### src/rtl/pgw_pkg.sv
package pgw_pkg;
    localparam int XLEN        = 64;
    localparam int PG_BITS_D   = 13;
    localparam int IDX_W_D     = 10;
    localparam int LEVELS_D    = 3;
    localparam int IMPL_VA_D   = 43;
    localparam int PRIV_W      = 2;
    localparam int ACC_W       = 2;
    localparam int PROT_W      = 3;
    localparam int ENTRY_SHIFT = 3;

    // entry bit positions
    localparam int PTE_V       = 0;
    localparam int PTE_FOR     = 1;
    localparam int PTE_FOE     = 3;
    localparam int PTE_RE_LSB  = 8;
    localparam int PTE_WE_LSB  = PTE_RE_LSB + (1 << PRIV_W);
    localparam int PTE_PFN_LSB = 32;

    // superpage window
    localparam int SP_SEL_LSB  = 41;
    localparam int SP_HOLE_BIT = 40;
    localparam int SP_MOVE_BIT = 43;

    // rights bits
    localparam int PROT_R = 0;
    localparam int PROT_W_BIT = 1;
    localparam int PROT_X = 2;

    typedef enum logic [2:0] {
        FLT_TNV = 3'd0,
        FLT_ACV = 3'd1,
        FLT_FOR = 3'd2,
        FLT_FOE = 3'd3,
        FLT_FOW = 3'd4
    } fault_e;

    typedef enum logic [1:0] {
        ST_IDLE,
        ST_ISSUE,
        ST_WAIT,
        ST_DONE
    } walk_st_e;

    typedef struct packed {
        logic              fault;
        fault_e            code;
        logic [XLEN-1:0]   paddr;
        logic [PROT_W-1:0] prot;
    } xlat_t;

    function automatic logic [PROT_W-1:0] need_of(input logic [ACC_W-1:0] acc);
        case (acc)
            2'd0:    need_of = 3'b001;
            2'd1:    need_of = 3'b010;
            default: need_of = 3'b100;
        endcase
    endfunction

    function automatic logic [XLEN-1:0] trap_kind(input logic [ACC_W-1:0] acc);
        case (acc)
            2'd0:    trap_kind = '0;
            2'd1:    trap_kind = XLEN'(1);
            default: trap_kind = '1;
        endcase
    endfunction

    function automatic xlat_t fault_res(input fault_e c);
        xlat_t r;
        r.fault = 1'b1;
        r.code  = c;
        r.paddr = '0;
        r.prot  = '0;
        return r;
    endfunction

    function automatic xlat_t ok_res(input logic [XLEN-1:0] pa, input logic [PROT_W-1:0] pr);
        xlat_t r;
        r.fault = 1'b0;
        r.code  = FLT_TNV;
        r.paddr = pa;
        r.prot  = pr;
        return r;
    endfunction
endpackage

### src/rtl/pgw_classify.sv
module pgw_classify
    import pgw_pkg::*;
#(
    parameter int IMPL_VA = IMPL_VA_D
) (
    input  logic [XLEN-1:0]   vaddr,
    input  logic              phys_mode,
    input  logic [PRIV_W-1:0] priv,
    output logic              is_walk,
    output xlat_t             res
);
    logic            canon;
    logic            in_sp;
    logic [XLEN-1:0] sp_pa;

    always_comb begin
        canon = (&vaddr[XLEN-1:IMPL_VA]) | ~(|vaddr[XLEN-1:IMPL_VA]);
        in_sp = vaddr[XLEN-1] && (vaddr[SP_SEL_LSB+1:SP_SEL_LSB] == 2'b10);
        sp_pa = '0;
        sp_pa[SP_HOLE_BIT-1:0] = vaddr[SP_HOLE_BIT-1:0];
        sp_pa[SP_MOVE_BIT]     = vaddr[SP_HOLE_BIT];

        is_walk = 1'b0;
        res     = ok_res(vaddr, 3'b111);
        if (phys_mode) begin
            res = ok_res(vaddr, 3'b111);
        end else if (!canon) begin
            res = fault_res(FLT_ACV);
        end else if (in_sp) begin
            if (priv != '0) res = fault_res(FLT_ACV);
            else            res = ok_res(sp_pa, 3'b111);
        end else begin
            is_walk = 1'b1;
            res     = fault_res(FLT_TNV);
        end
    end
endmodule

### src/rtl/pgw_index.sv
module pgw_index
    import pgw_pkg::*;
#(
    parameter int IDX_W  = IDX_W_D,
    parameter int LEVELS = LEVELS_D,
    parameter int LVL_W  = $clog2(LEVELS)
) (
    input  logic [LEVELS*IDX_W-1:0] vpn,
    input  logic [LVL_W-1:0]        lvl,
    input  logic [XLEN-1:0]         base,
    output logic [XLEN-1:0]         addr
);
    localparam int SLOTS = 1 << LVL_W;

    logic [IDX_W-1:0] idx_arr [SLOTS];

    for (genvar g = 0; g < SLOTS; g++) begin : g_slot
        if (g < LEVELS) begin : g_used
            assign idx_arr[g] = vpn[(LEVELS-1-g)*IDX_W +: IDX_W];
        end else begin : g_pad
            assign idx_arr[g] = '0;
        end
    end

    assign addr = base + (XLEN'(idx_arr[lvl]) << ENTRY_SHIFT);
endmodule

### src/rtl/pgw_leaf.sv
module pgw_leaf
    import pgw_pkg::*;
#(
    parameter int PG_BITS = PG_BITS_D
) (
    input  logic [XLEN-1:0]    pte,
    input  logic [PRIV_W-1:0]  priv,
    input  logic [ACC_W-1:0]   acc,
    input  logic [PG_BITS-1:0] voff,
    output xlat_t              res
);
    logic [PROT_W-1:0] need;
    logic [PROT_W-1:0] granted;
    logic [PROT_W-1:0] masked;
    logic [XLEN-1:0]   pa;
    logic              re_bit;
    logic              we_bit;
    logic              unused_pte;

    assign unused_pte = ^{pte[PTE_RE_LSB-1:PTE_FOE+1],
                          pte[PTE_PFN_LSB-1:PTE_WE_LSB+(1<<PRIV_W)]};

    always_comb begin
        need    = need_of(acc);
        re_bit  = pte[PTE_RE_LSB + 32'(priv)];
        we_bit  = pte[PTE_WE_LSB + 32'(priv)];
        granted = {re_bit, we_bit, re_bit};
        masked  = granted & ~pte[PTE_FOE:PTE_FOR];
        pa      = (XLEN'(pte[XLEN-1:PTE_PFN_LSB]) << PG_BITS) | XLEN'(voff);

        if (!pte[PTE_V]) begin
            res = fault_res(FLT_TNV);
        end else if ((granted & need) == '0) begin
            res = fault_res(FLT_ACV);
        end else if ((masked & need) == '0) begin
            if (need[PROT_X])          res = fault_res(FLT_FOE);
            else if (need[PROT_W_BIT]) res = fault_res(FLT_FOW);
            else                       res = fault_res(FLT_FOR);
        end else begin
            res = ok_res(pa, masked);
        end
    end
endmodule

### src/rtl/pgw_top.sv
module pgw_top
    import pgw_pkg::*;
#(
    parameter int IMPL_VA = IMPL_VA_D,
    parameter int PG_BITS = PG_BITS_D,
    parameter int IDX_W   = IDX_W_D,
    parameter int LEVELS  = LEVELS_D
) (
    input  logic              clk,
    input  logic              rst,
    input  logic              req_valid,
    input  logic [XLEN-1:0]   req_vaddr,
    input  logic [ACC_W-1:0]  req_acc,
    input  logic [PRIV_W-1:0] req_priv,
    input  logic              req_phys,
    input  logic [XLEN-1:0]   req_ptbr,
    output logic              mem_req_valid,
    output logic [XLEN-1:0]   mem_req_addr,
    input  logic              mem_rsp_valid,
    input  logic [XLEN-1:0]   mem_rsp_data,
    output logic              busy,
    output logic              resp_valid,
    output logic              resp_fault,
    output logic [XLEN-1:0]   resp_paddr,
    output logic [PROT_W-1:0] resp_prot,
    output logic [XLEN-1:0]   trap_arg0,
    output logic [XLEN-1:0]   trap_arg1,
    output logic [XLEN-1:0]   trap_arg2
);
    localparam int             LVL_W    = $clog2(LEVELS);
    localparam int             VPN_W    = LEVELS * IDX_W;
    localparam logic [LVL_W-1:0] LAST_LVL = LVL_W'(LEVELS - 1);

    walk_st_e          state_q;
    logic [LVL_W-1:0]  lvl_q;
    logic [XLEN-1:0]   va_q;
    logic [ACC_W-1:0]  acc_q;
    logic [PRIV_W-1:0] priv_q;
    logic [XLEN-1:0]   base_q;
    xlat_t             res_q;

    logic              cls_walk;
    xlat_t             cls_res;
    xlat_t             leaf_res;
    logic [XLEN-1:0]   next_base;

    pgw_classify #(.IMPL_VA(IMPL_VA)) u_cls (
        .vaddr     (req_vaddr),
        .phys_mode (req_phys),
        .priv      (req_priv),
        .is_walk   (cls_walk),
        .res       (cls_res)
    );

    pgw_index #(.IDX_W(IDX_W), .LEVELS(LEVELS), .LVL_W(LVL_W)) u_idx (
        .vpn  (va_q[PG_BITS+VPN_W-1:PG_BITS]),
        .lvl  (lvl_q),
        .base (base_q),
        .addr (mem_req_addr)
    );

    pgw_leaf #(.PG_BITS(PG_BITS)) u_leaf (
        .pte  (mem_rsp_data),
        .priv (priv_q),
        .acc  (acc_q),
        .voff (va_q[PG_BITS-1:0]),
        .res  (leaf_res)
    );

    assign next_base = XLEN'(mem_rsp_data[XLEN-1:PTE_PFN_LSB]) << PG_BITS;

    always_ff @(posedge clk) begin
        if (rst) begin
            state_q <= ST_IDLE;
            lvl_q   <= '0;
            va_q    <= '0;
            acc_q   <= '0;
            priv_q  <= '0;
            base_q  <= '0;
            res_q   <= '0;
        end else begin
            case (state_q)
                ST_IDLE: begin
                    if (req_valid) begin
                        va_q   <= req_vaddr;
                        acc_q  <= req_acc;
                        priv_q <= req_priv;
                        base_q <= req_ptbr;
                        lvl_q  <= '0;
                        if (cls_walk) begin
                            state_q <= ST_ISSUE;
                        end else begin
                            res_q   <= cls_res;
                            state_q <= ST_DONE;
                        end
                    end
                end
                ST_ISSUE: state_q <= ST_WAIT;
                ST_WAIT: begin
                    if (mem_rsp_valid) begin
                        if (lvl_q == LAST_LVL) begin
                            res_q   <= leaf_res;
                            state_q <= ST_DONE;
                        end else if (!mem_rsp_data[PTE_V]) begin
                            res_q   <= fault_res(FLT_TNV);
                            state_q <= ST_DONE;
                        end else if (!mem_rsp_data[PTE_RE_LSB]) begin
                            res_q   <= fault_res(FLT_ACV);
                            state_q <= ST_DONE;
                        end else begin
                            base_q  <= next_base;
                            lvl_q   <= lvl_q + 1'b1;
                            state_q <= ST_ISSUE;
                        end
                    end
                end
                default: state_q <= ST_IDLE;
            endcase
        end
    end

    assign mem_req_valid = (state_q == ST_ISSUE);
    assign busy          = (state_q != ST_IDLE);
    assign resp_valid    = (state_q == ST_DONE);
    assign resp_fault    = res_q.fault;
    assign resp_paddr    = res_q.paddr;
    assign resp_prot     = res_q.prot;
    assign trap_arg0     = res_q.fault ? va_q : '0;
    assign trap_arg1     = res_q.fault ? XLEN'(res_q.code) : '0;
    assign trap_arg2     = res_q.fault ? trap_kind(acc_q) : '0;
endmodule

### config.mk
export PLATFORM = sky130hd
export DESIGN_NAME = pgw_top
export DESIGN_NICKNAME = d
export VERILOG_FILES = /design/src/rtl/pgw_pkg.sv /design/src/rtl/pgw_classify.sv /design/src/rtl/pgw_index.sv /design/src/rtl/pgw_leaf.sv /design/src/rtl/pgw_top.sv
export SDC_FILE = /design/constraint.sdc
export NUM_CORES = 1
export LEC_CHECK = 0
export BUFFER_PORTS_ARGS = -buffer_cell sky130_fd_sc_hd__buf_2
export CAP_MARGIN = 20
export CORE_AREA = 2 2 205 207
export CTS_CLUSTER_DIAMETER = 80
export DETAILED_ROUTE_END_ITERATION = 8
export DIE_AREA = 0 0 207 209
export SLEW_MARGIN = 20
export SYNTH_ARGS = -nofsm -noshare
export SYNTH_HDL_FRONTEND = slang
export SYNTH_SLANG_ARGS = --single-unit
### constraint.sdc
create_clock -name clk -period 4.95 [get_ports clk]
set_clock_uncertainty 0.15 [all_clocks]
set_input_delay 0.495 -clock clk [delete_from_list [all_inputs] [get_ports clk]]
set_output_delay 0.495 -clock clk [all_outputs]
set_load 0.1 [all_outputs]
==> results.json <==
{
  "rr_endpoint": "resp_paddr[7]",
  "worstHoldStart": "req_ptbr[10]",
  "cts_sinks": 207,
  "hold_path.class": "in2reg",
  "die_area_mm2": 0.0433,
  "start_util": 0.288,
  "slew_viol_final": 0,
  "antenna_found_initial": 3,
  "synth_area_mm2": 0.0119,
  "crit_arrival_ps": 4150,
  "core_mm2": 0.0413,
  "worst-setup-path-type": "reg2out",
  "synth.area.top_cells": "dfxtp_1 35%, buf_4 12%, nand2_1 7.7%, nor2_1 4.7%, and2_1 3.8%",
  "ys_types": 70,
  "hold_depth": 3,
  "path_max_fanout": 13,
  "routabilityCongestion": 0.937,
  "htreeDepth": 1,
  "cts_root_buf": "clkbuf_16",
  "maxCapViolCount": 0,
  "seq_power_share": 0.314,
  "intPower_w": 0.00351,
  "status": "completed",
  "busiest_layer": "met2",
  "synth_common_cells": "243 x nand2_1, 207 x dfxtp_1, 195 x buf_4, 148 x nor2_1, 90 x a21oi_1",
  "drtPass1Iterations": 5,
  "worstSetupStartpointType": "flop",
  "overflow": 0,
  "critical_path_required_ps": 4300,
  "power_leakage_nw": 6.73,
  "grt_max_degree": 88,
  "cts_tree": "yes",
  "p_per_area_mw_per_mm2": 423,
  "sw_frac_of_total": 0.440,
  "syn_avg_cell_area_um2": 7.93,
  "final_area_mm2": 0.0148,
  "fillers": 4381,
  "portBuffers": 446,
  "r2r_setup_slack_ps": 1730,
  "grt_first_pass_wirelength_um": 70900,
  "clockBufferDepth": 3,
  "num-nets-final": 1975,
  "synth_top_cell_by_area": "dfxtp_1",
  "cts_buffers": 28,
  "fp.dieH_um": 209,
  "cp-end-kind": "output port",
  "ys_seq_area_frac": 0.348,
  "syn_inst": 1500,
  "synth_edf_count": 0,
  "wire_per_inst_um": 20.7,
  "grt.met3_usage": 0.0406,
  "drc": 0,
  "worstMarginPinSlew_ps": 1110,
  "finalSetupViolCount": 0,
  "dp_hpwl_um": 36700,
  "fmax_ghz": 0.209,
  "chipWidth_um": 207,
  "async_reset_ff_frac": 0,
  "finalWorstSetupSlack_ps": 157,
  "pwr-share-comb": 0.352,
  "ys_seq_elements": 207,
  "hold-path-endpoint": "base_q[10]",
  "tns_ps": 0,
  "p_sw_w": 0.00275,
  "grt.met2_usage": 0.359,
  "yosysMostFrequentCell": "nand2_1",
  "fp-row-count": 75,
  "viasPerCell": 4.96,
  "num_vias": 11500,
  "drive_gt1_frac": 0.327,
  "ys_warn_count": 0,
  "r2r-start": "lvl_q[1]",
  "ff2ff_path_depth": 8,
  "relSlewSlack": 0.257,
  "grt_use_met1": 0.278,
  "grt_util_all_layers": 0.212,
  "final_antenna_net_count": 0,
  "clk_latency_ps": 560,
  "area_growth_pct": 24.6,
  "wl_um": 48200,
  "post-route-period-util": 0.968,
  "pre_cts_slack_ps": 446,
  "grt_pass1_vias": 10900,
  "final_util": 0.359,
  "path_clk_slew_ps": 60,
  "place_area_mm2": 0.0138,
  "drtIter0Drc": 726,
  "fin_crit_ps": 4790,
  "multi_input_area_mm2": 0.00623,
  "synthFlopType": "dfxtp_1",
  "hold-worst-slack_ps": 27.1,
  "ir_drop_v": 0.000296,
  "hold_viol": 0,
  "synth.top_cell.area_share": 0.348,
  "power_frac_clock": 0.334,
  "ios": 528,
  "regArea_mm2": 0.00415
}
repair_timing:
action                                 CTS  global route
buffers inserted                         0             1
pin swaps                                0             1
gates resized for setup                  3             4
gates cloned                             0             0
endpoints found under the hold margin    2             0
setup endpoints to repair               17            14
hold buffers                             2             0
through the flow:
| step | instances | total power (W) |
|---|---|---|
| finish | 2324 | 0.00626 |
| global route | 2323 | 0.00650 |
| CTS | 2322 | 0.00633 |
| floorplan | 1560 | 0.00380 |
| global placement | 2268 | 0.00419 |
| detailed placement | 2268 | 0.00421 |
how the worst max path moves through the flow:
stage / from / to / cells past startpoint
2_1_floorplan: lvl_q[0] / mem_req_addr[24] / 11
3_3_place_gp: lvl_q[0] / mem_req_addr[42] / 12
3_5_place_dp: lvl_q[0] / mem_req_addr[24] / 12
4_1_cts: lvl_q[0] / mem_req_addr[43] / 11
5_1_grt: lvl_q[0] / mem_req_addr[60] / 11
6_report: lvl_q[0] / mem_req_addr[45] / 11
layer usage:
| metal | part of all wire | routed length [um] |
|---|---|---|
| met5 | 0.00056 | 27 |
| met4 | 0.020 | 940 |
| met3 | 0.070 | 3390 |
| met2 | 0.48 | 23100 |
| met1 | 0.43 | 20700 |
sequential cells by signal, indices dropped and copies added (netlist names):
| name | cells |
|---|---|
| state_q | 2 |
| resp_paddr | 64 |
| va_q | 64 |
| acc_q | 2 |
| base_q | 64 |
| resp_fault | 1 |
| priv_q | 2 |
| resp_prot | 3 |
| lvl_q | 2 |
| res_q | 3 |
critical path: stages, from the launching register on:
cell,delay (ps)
dfxtp_2,460
buf_4,260
mux2i_1,100
o22ai_1,300
ha_1,350
nor2b_1,170
o31a_1,290
o32a_1,470
a21oi_2,570
nor3_1,170
xor2_2,240
buf_12,210
cell type report:
cell class,count,area share
Inverter,15,0.00380
Sequential cell,207,0.280
Multi-Input combinational cell,1046,0.420
Antenna cell,1,0.000169
Clock inverter,9,0.00667
Timing Repair Buffer,464,0.186
Clock buffer,43,0.0579
Tap cell,539,0.0455
power by group through the flow:
stage | combinational (W) | sequential [W] | clock [W]
6_report | 0.00220 | 0.00197 | 0.00209
5_1_grt | 0.00230 | 0.00199 | 0.00221
4_1_cts | 0.00221 | 0.00197 | 0.00215
3_5_place_dp | 0.00221 | 0.00201 | 0
3_3_place_gp | 0.00219 | 0.00200 | 0
2_1_floorplan | 0.00185 | 0.00194 | 0
logic make-up (layout without fill, tap and decap cells):
kind of cell / after synthesis / in the layout / synth area share
and+or+nand+nor: 582 / 582 / 0.226
buffers and inverters: 307 / 531 / 0.163
muxes: 13 / 13 / 0.0130
xor gates and xnor gates: 57 / 57 / 0.0420
adders and majority gates: 12 / 12 / 0.0133
DFF: 207 / 207 / 0.348
other: 1 / 62 / 0.000315
AOI/OAI and AO/OA: 321 / 321 / 0.194
cell usage in the layout (no fill, tap or decap), types with 4 or more instances in the layout:
cell,n
dfxtp_1,205
xor2_1,7
nand2_1,242
a21oi_1,90
buf_4,17
a221oi_2,20
inv_1,14
conb_1,61
ha_1,11
clkbuf_8,8
a311oi_1,32
nand4_1,18
mux2i_1,11
nor2_1,147
and2_1,72
o21ai_0,49
clkbuf_1,6
a221oi_1,20
o22ai_1,10
and4_1,8
buf_2,417
xnor2_1,32
buf_12,25
a22oi_1,51
nor3_2,4
o21ai_1,7
a31oi_1,8
xor2_2,16
and3_1,12
nand3_1,28
nor4_1,7
nor3_1,15
clkbuf_16,29
(Power assumes the default switching activity.)
